`config.mk`:
```
export PLATFORM = sky130hd
export DESIGN_NAME = cfgram_cksum
export DESIGN_NICKNAME = d
export VERILOG_FILES = /design/src/rtl/cfgram_cksum.sv
export SDC_FILE = /design/constraint.sdc
export NUM_CORES = 1
export LEC_CHECK = 0
export CORE_AREA = 2 2 248 250
export CTS_CLUSTER_DIAMETER = 120
export DETAILED_ROUTE_END_ITERATION = 8
export DIE_AREA = 0 0 250 252
export DONT_BUFFER_PORTS = 1
export GPL_TIMING_DRIVEN = 1
export PLACE_DENSITY = 0.74
export SYNTH_ARGS = -nofsm -noshare
export SYNTH_HDL_FRONTEND = slang
export SYNTH_SLANG_ARGS = --single-unit
```
`constraint.sdc`:
```
create_clock -name clk -period 3.4 [get_ports clk]
set_input_delay 0.34 -clock clk [delete_from_list [all_inputs] [get_ports clk]]
set_output_delay 0.34 -clock clk [all_outputs]
set_load 0.01 [all_outputs]
```
`src/rtl/cfgram_cksum.sv`:
```
module cfgram_cksum #(
  parameter int AW        = 6,
  parameter int IW        = 7,
  parameter int DW        = 8,
  parameter int SUM_FIRST = 'h10,
  parameter int SUM_LAST  = 'h2C,
  parameter int CK_HI     = 'h2E,
  parameter int CK_LO     = 'h2F,
  parameter logic [(2**AW)*DW-1:0] INIT_IMAGE =
      (512'h40 << 128) | (512'hB1 << 136) | (512'h80 << 168) |
      (512'h02 << 176) | (512'h3B << 192) | (512'hFF << 120) |
      (512'hFF << 360) | (512'hCC << 368) | (512'hCC << 376)
) (
  input  logic          clk,
  input  logic          rst_n,
  input  logic          idx_wr,
  input  logic [DW-1:0] idx_wdata,
  output logic [IW-1:0] idx_q,
  input  logic          dat_rd,
  input  logic          dat_wr,
  input  logic [DW-1:0] dat_wdata,
  output logic [DW-1:0] dat_rdata,
  output logic          dat_ready,
  output logic          cks_busy
);
  localparam int DEPTH = 2**AW;
  localparam int CKW   = 2*DW;
  localparam logic [DW-1:0] IDX_MASK = DW'((2**IW) - 1);

  logic [DW-1:0]  mem [DEPTH];
  logic [IW-1:0]  idx;
  logic [AW-1:0]  ptr;
  logic [CKW-1:0] acc;
  logic           busy, done;

  wire [AW-1:0]  sel    = idx[AW-1:0];
  wire           req    = dat_rd | dat_wr;
  wire [CKW-1:0] acc_nx = acc + CKW'(mem[ptr]);
  wire           last   = (ptr == AW'(SUM_LAST));

  assign idx_q     = idx;
  assign dat_rdata = mem[sel];
  assign dat_ready = done;
  assign cks_busy  = busy;

  always_ff @(posedge clk) begin
    if (!rst_n) begin
      for (int i = 0; i < DEPTH; i++) mem[i] <= INIT_IMAGE[i*DW +: DW];
      idx  <= '0;
      ptr  <= AW'(SUM_FIRST);
      acc  <= '0;
      busy <= 1'b0;
      done <= 1'b0;
    end else begin
      if (idx_wr) idx <= IW'(idx_wdata & IDX_MASK);
      if (busy) begin
        acc <= acc_nx;
        ptr <= ptr + 1'b1;
        if (last) begin
          busy <= 1'b0;
          done <= 1'b1;
          mem[AW'(CK_HI)] <= acc_nx[CKW-1:DW];
          mem[AW'(CK_LO)] <= acc_nx[DW-1:0];
        end
      end else if (!done && req) begin
        busy <= 1'b1;
      end
      if (done && dat_wr) mem[sel] <= dat_wdata;
    end
  end
endmodule


```
==> out/summary.txt <==
Status = finished, violations left
Failing checks = negative setup slack
Number of global-route vias before repair = 20400
Max-cap violations = 0
Layout cells sized above 1 = 31.5%
Buffers on Ports = 0
Crit Path Max Fanout = 8
Synth top area share = 51.3%
Min-delay worst type = input port to register
CP cell instances = buf_6, buf_12, mux4_2, mux4_2, nand2_2, and4_4, inv_2, ha_4, a211oi_4, o21bai_2, buf_6, a21oi_4, buf_4, a21boi_2, xor2_1, a22o_1
Syn avg cell area = 14.1 µm²
Setup TNS = -7880 ps
Final cycle utilization of the critical path = 115%
Pwr dens = 501 nW/µm²
Initial core utilization = 49.8%
Final hold vios = 0
Die Outline Area = 63000 µm²
Final setup fails = 23
Cell variety after synth = 55
Max-slew violation count = 0
Logic pwr share = 15.4%
# DRC = 0
Design area = 35600 µm²
Post-layout worst setup margin = -502 ps
Fmax = 0.256 GHz
H-tree depth = 2
Post-synth EDFFs = 512
Sw Share = 25.0%
Cell count after synthesis = 2117
Worst hold margin = 31.5 ps
DP HPWL = 61.4 mm
Crit Path Category = register to register
Tmin final = 3900 ps
Syn Std Cell Area = 29900 µm²
Initial antenna violation count = 1
Arrival @ worst endpoint = 4290 ps
CP bufs+invs = 5
Total Nets Final = 2304
Post-synth top area cell = edfxtp_1
Post-synthesis async set-or-reset flop share = 0%
TritonRoute pass-1 iters = 7
Post-synth net total = 2149
Register area share after synthesis = 54.2%
Routed wire per std cell = 30.2 µm
Clock transition at path regs = 70 ps
GP Congestion = 0.973
Leak = 0.0120 µW
Req. time, crit path = 3780 ps
Drt via density = 6.65
Synth Flop Type = edfxtp_1
Largest net degree at the start of global routing = 72
Startpoint Class = register
Most frequent cell after synthesis = edfxtp_1
Antenna viol nets, final = 0
Synth Register Bits = 555
Cell row count = 90
Top Ports = 38
Synth cell count leaders = 512 x edfxtp_1, 480 x and2_1, 261 x mux4_2
RSZ-0062 raised after global routing = yes
Drt initial violations = 2652
TritonCTS clock tree = yes
# clock sinks = 555
Clock power frac = 39.2%
WL final = 93.6 mm
Crit-path slowest cell = mux4_2
Horiz. Die Dim = 250 µm
Sequential share of power = 45.5%
Total gr overflow = 0
Peak supply drop = 351 µV
Worst skew pair latency = 640 ps
CP delay by family, top = multiplexers
Root Buffer = clkbuf_16
Crit. End Element = register
Largest cells by area after synthesis = edfxtp_1 51%, mux4_2 20%, and2_1 10%
Worst clock skew = 17.8 ps
Int Power = 13400 µW
Synth-to-Final Area Change = 18.9%
Final cell count without fillers = 3104
Placed cells = 2928
Routed via count = 20700
Rel. slew slack = 23.6%
Clock Path Buffers = 3
Actual slew at the worst max-slew pin = 1150 ps
GRT Resource Usage Total = 29.7%
Die height = 252 µm
CP max stage delay = 550 ps
Warning count from the yosys run = 0
Net Sw Power = 4460 µW
Placeable Area = 60100 µm²
CTS Buf Count = 58
Dpl cell area = 32000 µm²
First-pass GRT wire length = 137 mm
==> logic make-up after synthesis <==
logic type | synth area share, %
mux | 22.0
fa+ha+maj | 0.485
xor+xnor | 0.673
simple gates | 15.3
compound gates | 4.54
buf+inv | 2.85
flops | 54.2
==> power groups by stage <==
stage	Combinational [µW]	Sequential [µW]	Clock, µW
after floorplan	1560	8040	0
final	2740	8110	6990
after CTS	2550	8090	7030
after global routing	2850	8130	7260
after global placement	2120	8200	0
after detailed placement	2150	8220	0
==> state kept, by name, indices dropped and copies added (netlist names), named ones only <==
| name | count |
|---|---|
| acc | 16 |
| cks_busy | 1 |
| dat_ready | 1 |
| idx_q | 7 |
| mem | 512 |
| ptr | 6 |
==> worst paths after layout <==
check	endpoint	slack, ps	cells past startpoint	startpoint
worst min register to register	acc[15]	490	2	acc[15]
worst max register to register	mem[46][5]	-500	16	register
worst max-delay path	mem[46][5]	-500	16	register
worst min-delay path	dat_ready	30	2	rst_n
==> layout by cell type (no fill, tap or decap), drive strengths merged, types with 5 or more instances in the layout <==
| cell | count |
|---|---|
| a211oi | 8 |
| a21oi | 27 |
| a22o | 7 |
| a22oi | 28 |
| a31oi | 8 |
| and2 | 480 |
| and3 | 6 |
| and4 | 7 |
| buf | 260 |
| bufinv | 13 |
| clkbuf | 72 |
| clkinv | 14 |
| clkinvlp | 9 |
| dfxtp | 43 |
| dlygate4sd3 | 17 |
| edfxtp | 512 |
| ha | 10 |
| inv | 7 |
| mux2 | 5 |
| mux2i | 65 |
| mux4 | 261 |
| nand2 | 50 |
| nand2b | 11 |
| nand3 | 24 |
| nand3b | 12 |
| nand4 | 12 |
| nor2 | 90 |
| nor2b | 32 |
| nor3 | 9 |
| o21ai | 86 |
| o22ai | 36 |
| or2 | 11 |
| or3 | 33 |
| xnor2 | 16 |
| xor2 | 7 |
==> metal layers <==
metal,track usage [%],vias to the layer above,share of wire (%)
li1,-,8425,-
met1,40.7,10400,37
met2,45.2,1533,45
met3,7.01,285,13
met4,13.8,4,5.3
met5,1.85,-,0.19
==> through the flow <==
stage	setup WS [ps]	total power [µW]	utilization (%)
finish	-502	17800	59.2
detailed placement	-505	10400	53.2
floorplan	-1.88	9600	-
global route	-582	18200	59.2
global placement	-462	10300	53.2
CTS	-300	17700	58.6
==> final cells by class <==
| class | instances | area [µm²] |
|---|---|---|
| well taps | 782 | 978 |
| inverters | 6 | 22.5 |
| multi-input cells | 1371 | 13400 |
| flip-flops and latches | 555 | 16300 |
| clock buffers | 71 | 1540 |
| fillers | 4416 | 24500 |
| diodes | 2 | 5.00 |
| repair buffers | 280 | 2860 |
| clock inverters | 37 | 533 |
==> what timing repair did <==
item                                    4_1_cts  5_1_grt
endpoints found under the hold margin       552        0
pin swaps                                    32       35
resized for setup                            88       47
hold buffers                                 26        0
gates cloned                                  7        1
buffers inserted                             17       18
endpoints found under the setup margin       30       32
(Power assumes the default switching activity.)
